File: src/rtl/sb_pkg.sv
package sb_pkg;
    parameter int NUM_REGS = 32;
    localparam int REG_W = $clog2(NUM_REGS);
    localparam int NUM_FU = 5;
    localparam int FU_W = $clog2(NUM_FU + 1);

    typedef logic [FU_W-1:0]  fu_id_t;
    typedef logic [REG_W-1:0] reg_id_t;

    // Index NUM_FU means "no unit".
    localparam fu_id_t FU_NONE = fu_id_t'(NUM_FU);

    typedef enum logic [1:0] {
        OPC_INT = 2'd0,
        OPC_MUL = 2'd1,
        OPC_ADD = 2'd2,
        OPC_DIV = 2'd3
    } op_class_e;

    // Unit index to class: 0 int, 1..2 mul, 3 add, 4 div.
    function automatic op_class_e fu_class(int idx);
        case (idx)
            0:       return OPC_INT;
            1, 2:    return OPC_MUL;
            3:       return OPC_ADD;
            default: return OPC_DIV;
        endcase
    endfunction

    typedef struct packed {
        logic      busy;
        op_class_e op;
        reg_id_t   fi;
        reg_id_t   fj;
        reg_id_t   fk;
        fu_id_t    qj;
        fu_id_t    qk;
        logic      rj;
        logic      rk;
        logic      rd_done;
        logic      ex_done;
    } fu_rec_t;
endpackage

File: src/rtl/sb_lowest_pick.sv
module sb_lowest_pick #(
    parameter int N = 4
) (
    input  logic [N-1:0] req_i,
    output logic [N-1:0] gnt_o,
    output logic         any_o
);
    logic found;

    always_comb begin
        gnt_o = '0;
        found = 1'b0;
        for (int i = 0; i < N; i++) begin
            if (req_i[i] && !found) begin
                gnt_o[i] = 1'b1;
                found    = 1'b1;
            end
        end
    end

    assign any_o = |req_i;
endmodule

File: src/rtl/sb_issue_ctl.sv
module sb_issue_ctl
    import sb_pkg::*;
(
    input  op_class_e         op_i,
    input  logic              dst_pend_i,
    input  logic [NUM_FU-1:0] free_i,
    output logic              ready_o,
    output fu_id_t            unit_o
);
    logic [NUM_FU-1:0] cls_match;
    logic [NUM_FU-1:0] cand;
    logic [NUM_FU-1:0] pick;
    logic              any_free;

    for (genvar i = 0; i < NUM_FU; i++) begin : g_cls
        assign cls_match[i] = (fu_class(i) == op_i);
    end

    assign cand = cls_match & free_i;

    sb_lowest_pick #(.N(NUM_FU)) u_pick (
        .req_i (cand),
        .gnt_o (pick),
        .any_o (any_free)
    );

    always_comb begin
        unit_o = FU_NONE;
        for (int i = NUM_FU - 1; i >= 0; i--) begin
            if (pick[i]) unit_o = fu_id_t'(i);
        end
    end

    // Structural and WAW stalls both hold the head instruction.
    assign ready_o = any_free && !dst_pend_i;
endmodule

File: src/rtl/sb_wb_arb.sv
module sb_wb_arb
    import sb_pkg::*;
(
    input  fu_rec_t [NUM_FU-1:0] fu_i,
    output logic    [NUM_FU-1:0] gnt_o,
    output logic                 any_o
);
    logic [NUM_FU-1:0] war_blk;
    logic [NUM_FU-1:0] elig;

    for (genvar u = 0; u < NUM_FU; u++) begin : g_war
        always_comb begin
            war_blk[u] = 1'b0;
            for (int f = 0; f < NUM_FU; f++) begin
                if (f != u && fu_i[f].busy &&
                    ((fu_i[f].rj && fu_i[f].fj == fu_i[u].fi) ||
                     (fu_i[f].rk && fu_i[f].fk == fu_i[u].fi))) begin
                    war_blk[u] = 1'b1;
                end
            end
        end
        assign elig[u] = fu_i[u].busy && fu_i[u].ex_done && !war_blk[u];
    end

    sb_lowest_pick #(.N(NUM_FU)) u_pick (
        .req_i (elig),
        .gnt_o (gnt_o),
        .any_o (any_o)
    );
endmodule

File: src/rtl/sb_issue_scoreboard.sv
module sb_issue_scoreboard
    import sb_pkg::*;
(
    input  logic              clk,
    input  logic              rst_n,
    input  logic              in_valid,
    input  logic [1:0]        in_op,
    input  logic [REG_W-1:0]  in_dst,
    input  logic [REG_W-1:0]  in_src1,
    input  logic [REG_W-1:0]  in_src2,
    output logic              in_ready,
    output logic [FU_W-1:0]   issue_unit,
    output logic [NUM_FU-1:0] rd_grant,
    input  logic [NUM_FU-1:0] fu_done,
    output logic [NUM_FU-1:0] wb_grant,
    output logic [REG_W-1:0]  wb_reg
);
    typedef struct packed {
        fu_rec_t [NUM_FU-1:0]   fu;
        fu_id_t  [NUM_REGS-1:0] rs;
    } state_t;

    function automatic state_t reset_state();
        state_t s;
        s = '0;
        for (int r = 0; r < NUM_REGS; r++) s.rs[r] = FU_NONE;
        for (int u = 0; u < NUM_FU; u++) begin
            s.fu[u].qj = FU_NONE;
            s.fu[u].qk = FU_NONE;
        end
        return s;
    endfunction

    localparam state_t STATE_RST = reset_state();

    state_t state_q, state_d;

    logic              wb_any;
    fu_id_t            wb_fu;
    logic [NUM_FU-1:0] fu_free;
    logic              dst_pend;
    logic              fire;
    fu_id_t            iss_unit;
    fu_id_t            src1_prod, src2_prod;

    // Write-back arbitration (WAR check inside)
    sb_wb_arb u_wb_arb (
        .fu_i  (state_q.fu),
        .gnt_o (wb_grant),
        .any_o (wb_any)
    );

    always_comb begin
        wb_fu  = FU_NONE;
        wb_reg = '0;
        for (int u = 0; u < NUM_FU; u++) begin
            if (wb_grant[u]) begin
                wb_fu  = fu_id_t'(u);
                wb_reg = state_q.fu[u].fi;
            end
        end
    end

    // Result status as seen after this cycle's write-back.
    function automatic fu_id_t rs_eff(input state_t s, input reg_id_t r,
                                      input logic wv, input reg_id_t wr);
        if (wv && wr == r) return FU_NONE;
        return s.rs[r];
    endfunction

    assign src1_prod = rs_eff(state_q, in_src1, wb_any, wb_reg);
    assign src2_prod = rs_eff(state_q, in_src2, wb_any, wb_reg);
    assign dst_pend  = (rs_eff(state_q, in_dst, wb_any, wb_reg) != FU_NONE);

    for (genvar u = 0; u < NUM_FU; u++) begin : g_unit
        assign fu_free[u]  = !state_q.fu[u].busy || wb_grant[u];
        assign rd_grant[u] = state_q.fu[u].busy && state_q.fu[u].rj && state_q.fu[u].rk;
    end

    sb_issue_ctl u_issue (
        .op_i       (op_class_e'(in_op)),
        .dst_pend_i (dst_pend),
        .free_i     (fu_free),
        .ready_o    (in_ready),
        .unit_o     (iss_unit)
    );

    assign issue_unit = iss_unit;
    assign fire       = in_valid && in_ready;

    always_comb begin
        state_d = state_q;

        // Operand read and execution-complete bookkeeping
        for (int u = 0; u < NUM_FU; u++) begin
            if (rd_grant[u]) begin
                state_d.fu[u].rj      = 1'b0;
                state_d.fu[u].rk      = 1'b0;
                state_d.fu[u].rd_done = 1'b1;
            end
            if (fu_done[u] && state_q.fu[u].busy && state_q.fu[u].rd_done &&
                !state_q.fu[u].ex_done) begin
                state_d.fu[u].ex_done = 1'b1;
            end
        end

        // Write-back: free the unit, release waiting consumers
        if (wb_any) begin
            for (int u = 0; u < NUM_FU; u++) begin
                if (wb_grant[u]) begin
                    state_d.fu[u].busy    = 1'b0;
                    state_d.fu[u].rd_done = 1'b0;
                    state_d.fu[u].ex_done = 1'b0;
                end
                if (state_q.fu[u].busy && state_q.fu[u].qj == wb_fu) begin
                    state_d.fu[u].qj = FU_NONE;
                    state_d.fu[u].rj = 1'b1;
                end
                if (state_q.fu[u].busy && state_q.fu[u].qk == wb_fu) begin
                    state_d.fu[u].qk = FU_NONE;
                    state_d.fu[u].rk = 1'b1;
                end
            end
            if (state_q.rs[wb_reg] == wb_fu) state_d.rs[wb_reg] = FU_NONE;
        end

        // Issue comes after write-back
        if (fire) begin
            state_d.fu[iss_unit].busy    = 1'b1;
            state_d.fu[iss_unit].op      = op_class_e'(in_op);
            state_d.fu[iss_unit].fi      = in_dst;
            state_d.fu[iss_unit].fj      = in_src1;
            state_d.fu[iss_unit].fk      = in_src2;
            state_d.fu[iss_unit].qj      = src1_prod;
            state_d.fu[iss_unit].qk      = src2_prod;
            state_d.fu[iss_unit].rj      = (src1_prod == FU_NONE);
            state_d.fu[iss_unit].rk      = (src2_prod == FU_NONE);
            state_d.fu[iss_unit].rd_done = 1'b0;
            state_d.fu[iss_unit].ex_done = 1'b0;
            state_d.rs[in_dst]           = iss_unit;
        end
    end

    always_ff @(posedge clk or negedge rst_n) begin
        if (!rst_n) state_q <= STATE_RST;
        else        state_q <= state_d;
    end

    AST_WB_ONEHOT: assert property (@(posedge clk) disable iff (!rst_n)
        $onehot0(wb_grant));

    AST_ISSUE_OWNS_DST: assert property (@(posedge clk) disable iff (!rst_n)
        fire |=> state_q.rs[$past(in_dst)] == $past(iss_unit));

    for (genvar u = 0; u < NUM_FU; u++) begin : g_ast
        AST_RD_SINGLE: assert property (@(posedge clk) disable iff (!rst_n)
            rd_grant[u] |=> !rd_grant[u]);

        AST_WB_AFTER_DONE: assert property (@(posedge clk) disable iff (!rst_n)
            wb_grant[u] |-> state_q.fu[u].ex_done && state_q.fu[u].rd_done);

        AST_WB_FREES_UNIT: assert property (@(posedge clk) disable iff (!rst_n)
            wb_grant[u] |=> !state_q.fu[u].busy ||
                            $past(fire && iss_unit == fu_id_t'(u)));

        AST_IDLE_DONE_IGNORED: assert property (@(posedge clk) disable iff (!rst_n)
            (fu_done[u] && !state_q.fu[u].busy) |=> !state_q.fu[u].ex_done);
    end
endmodule

File: config.mk
export PLATFORM = sky130hd
export DESIGN_NAME = sb_issue_scoreboard
export DESIGN_NICKNAME = d
export VERILOG_FILES = /design/src/rtl/sb_pkg.sv /design/src/rtl/sb_lowest_pick.sv /design/src/rtl/sb_issue_ctl.sv /design/src/rtl/sb_wb_arb.sv /design/src/rtl/sb_issue_scoreboard.sv
export SDC_FILE = /design/constraint.sdc
export NUM_CORES = 1
export LEC_CHECK = 0
export BUFFER_PORTS_ARGS = -buffer_cell sky130_fd_sc_hd__buf_2
export CORE_MARGIN = 3
export CORE_UTILIZATION = 40
export CTS_CLUSTER_SIZE = 28
export DETAILED_ROUTE_END_ITERATION = 12
export GPL_TIMING_DRIVEN = 0
export MAX_ROUTING_LAYER = met4
export RECOVER_POWER = 50
export SLEW_MARGIN = 25
export SYNTH_ARGS = -nofsm -noshare
export SYNTH_HDL_FRONTEND = slang
export SYNTH_HIERARCHICAL = 1
export SYNTH_SLANG_ARGS = --single-unit
File: constraint.sdc
create_clock -name clk -period 10.25 [get_ports clk]
set_input_delay 1.025 -clock clk [delete_from_list [all_inputs] [get_ports clk]]
set_output_delay 1.025 -clock clk [all_outputs]
set_load 0.01 [all_outputs]
==> results.py <==
metrics = {
    "status": {
        "status": "finished, violations left",
        "violations": "capacitance limit, slew limit",
    },
    "global_route": {
        "grt_max_degree": 90,
        "antenna_found_initial": 3,
        "grt_pass1_vias": 15325,
        "grtUsageTotal_pct": 32.6,
        "gr-total-overflow": 0,
        "grt_pass1_wl_um": 105000,
    },
    "sta": {
        "final_max_slew_viol_count": 231,
        "post-route-period-util_pct": 80.5,
        "fmax_ghz": 0.121,
        "fin_setup_tns_ns": 0,
        "max_slew_margin_pct": -214,
        "setup_viol": 0,
        "skew_ns": 0.0379,
        "min_period_ns": 8.25,
        "rsz0062_at_grt": "false",
        "hold_violations": 0,
        "worstMarginPinSlew_ns": 4.72,
    },
    "synth": {
        "yosysWarningCount": 6,
        "synth_nets": 1800,
        "avgSynthCellArea_um2": 9.61,
        "syn_area_mm2": 0.0171,
        "syn-instance-count": 1775,
    },
    "worst_setup_path": {
        "cp-start-kind": "register",
        "path_class": "reg2reg",
        "critPathRequiredTime_ns": 10.66,
        "crit_fanout": 10,
        "cp_data_arrival_time_ns": 8.66,
        "end_kind": "register",
        "rr_worst_depth": 25,
    },
    "routing": {
        "vias_per_cell": 6.43,
        "postRouteAntennaNets": 0,
        "routedWlPerCell_um": 29.7,
        "via_count": 15495,
        "drt_pass1_iterations": 6,
        "drt-total-wl_um": 71600,
        "drtIter0Drc": 1952,
        "drc": 0,
    },
    "finish": {
        "fin_util_pct": 45.0,
        "syn2layout_area_growth_pct": 10.9,
        "final_nets": 1871,
        "drive_gt1_share_pct": 21.9,
    },
    "clock_network": {
        "cts_root_buf": "clkbuf_16",
        "clk_latency_ns": 0.58,
        "cts_resized": 0,
        "cts_tree": "built",
        "post-cts-setup-buffers": 0,
        "clk_pin_slew_ns": 0.06,
        "clkSinkCount": 226,
        "htree_levels": 1,
        "cts_buffers": 27,
        "cts_hold_buf": 0,
        "cts_max_path_buffers": 3,
    },
    "power": {
        "p_int_mw": 2.80,
        "total_power_mw": 5.31,
        "switching_share_pct": 47.3,
        "p_sw_mw": 2.51,
        "power.density_mw_per_mm2": 281,
        "p_leak_nw": 8.02,
        "ir_worst_vdd_mv": 0.135,
        "p_comb_share_pct": 51.9,
        "power_frac_clock_pct": 19.1,
        "seqPwrFrac_pct": 29.0,
    },
    "floorplanning": {
        "start_util_pct": 40.6,
        "die_h_um": 213,
        "core_area_mm2": 0.0420,
        "die-area_mm2": 0.0452,
        "die_width_um": 213,
        "core.rowCount": 75,
        "ios": 44,
    },
    "hold_path": {
        "holdPathStages": 2,
        "min_path_type": "reg2reg",
    },
    "flow_run": {
        "cap_violations": 3,
    },
    "placement": {
        "io_buffers": 40,
        "detailed_place_hpwl_um": 52300,
        "place_congestion": 1.06,
    },
}
[power groups by stage]
stage / Clock [mW] / Sequential, mW / Combinational (mW)
finish: 1.01 / 1.54 / 2.76
global route: 1.06 / 1.57 / 2.91
CTS: 1.03 / 1.53 / 2.69
detailed placement: 0 / 1.54 / 2.68
global placement: 0 / 1.53 / 2.61
floorplan: 0 / 1.40 / 1.89
[worst max-delay path: stages, from the launching register on]
cell	delay (ns)
dfrtp_1	0.39
clkbuf_1	0.55
inv_1	0.17
a221oi_1	0.31
nand4_1	0.16
nand3_1	0.20
nor4_1	0.12
nor4b_1	1.21
buf_2	0.44
nor3b_2	0.10
nor3_4	0.46
a21boi_4	0.22
buf_6	0.21
buf_6	0.16
xnor2_1	0.16
nand4_1	0.11
nor3_1	0.24
a21oi_1	0.11
nor2b_1	0.47
nand2_1	0.33
nor2_1	0.34
nand2_1	0.13
nor2_1	0.24
buf_1	0.53
clkbuf_1	0.56
o21ai_0	0.15
[area by class of cell]
type                       instances  area (um2)
clock inverter                    14         143
timing repair buffer              42         200
multi-input combinational       1347       10400
buffer                           147         752
fill                            4064       23100
tap                              539         674
clock buffer                      36         790
inverter                          55         206
sequential                       226        5760
antenna                            3        7.51
[stage by stage]
step / hold slack (ns) / setup slack, ns / std cells / instance area (um2)
floorplan: 0.441 / 4.71 / 1775 / 17100
global placement: 0.462 / 2.34 / 2354 / 17900
detailed placement: 0.463 / 2.62 / 2356 / 18000
CTS: 0.442 / 2.59 / 2406 / 19000
global route: 0.492 / 1.07 / 2409 / 18900
finish: 0.477 / 2.00 / 2409 / 18900
[path summary, 6_finish.rpt]
kind,start,slack (ns),to
worst max-delay path,register,2.00,register
worst min-delay path,register,0.48,register
worst max register to register,register,2.00,register
worst min register to register,register,0.48,register
max in group asynchronous,rst_n,2.34,state_q[46]
min in group asynchronous,rst_n,1.91,state_q[34]
[cell usage in the layout, fill, tap and decap left out, drive strengths merged, types with 14 or more instances in the layout]
master	n
nand3	40
nor2	77
xnor2	111
xor2	127
a21boi	14
dfstp	84
dfrtp	142
a21oi	66
o21ai	91
buf	100
nand2	253
mux2i	79
nor3	18
o31ai	27
o22ai	15
nor4	49
nand4	30
a211oi	41
inv	55
mux2	40
mux4	85
clkbuf	125
[per-layer routing]
| layer | vias to the layer above | routed length, um | track usage, % |
|---|---|---|---|
| met3 | 244 | 6520 | 6.21 |
| met2 | 986 | 32500 | 50.2 |
| li1 | 6589 | - | - |
| met5 | - | 0 | - |
| met4 | 0 | 4970 | 17.7 |
| met1 | 7676 | 27700 | 40.6 |
Note: power is estimated with default switching activity, not from simulation.
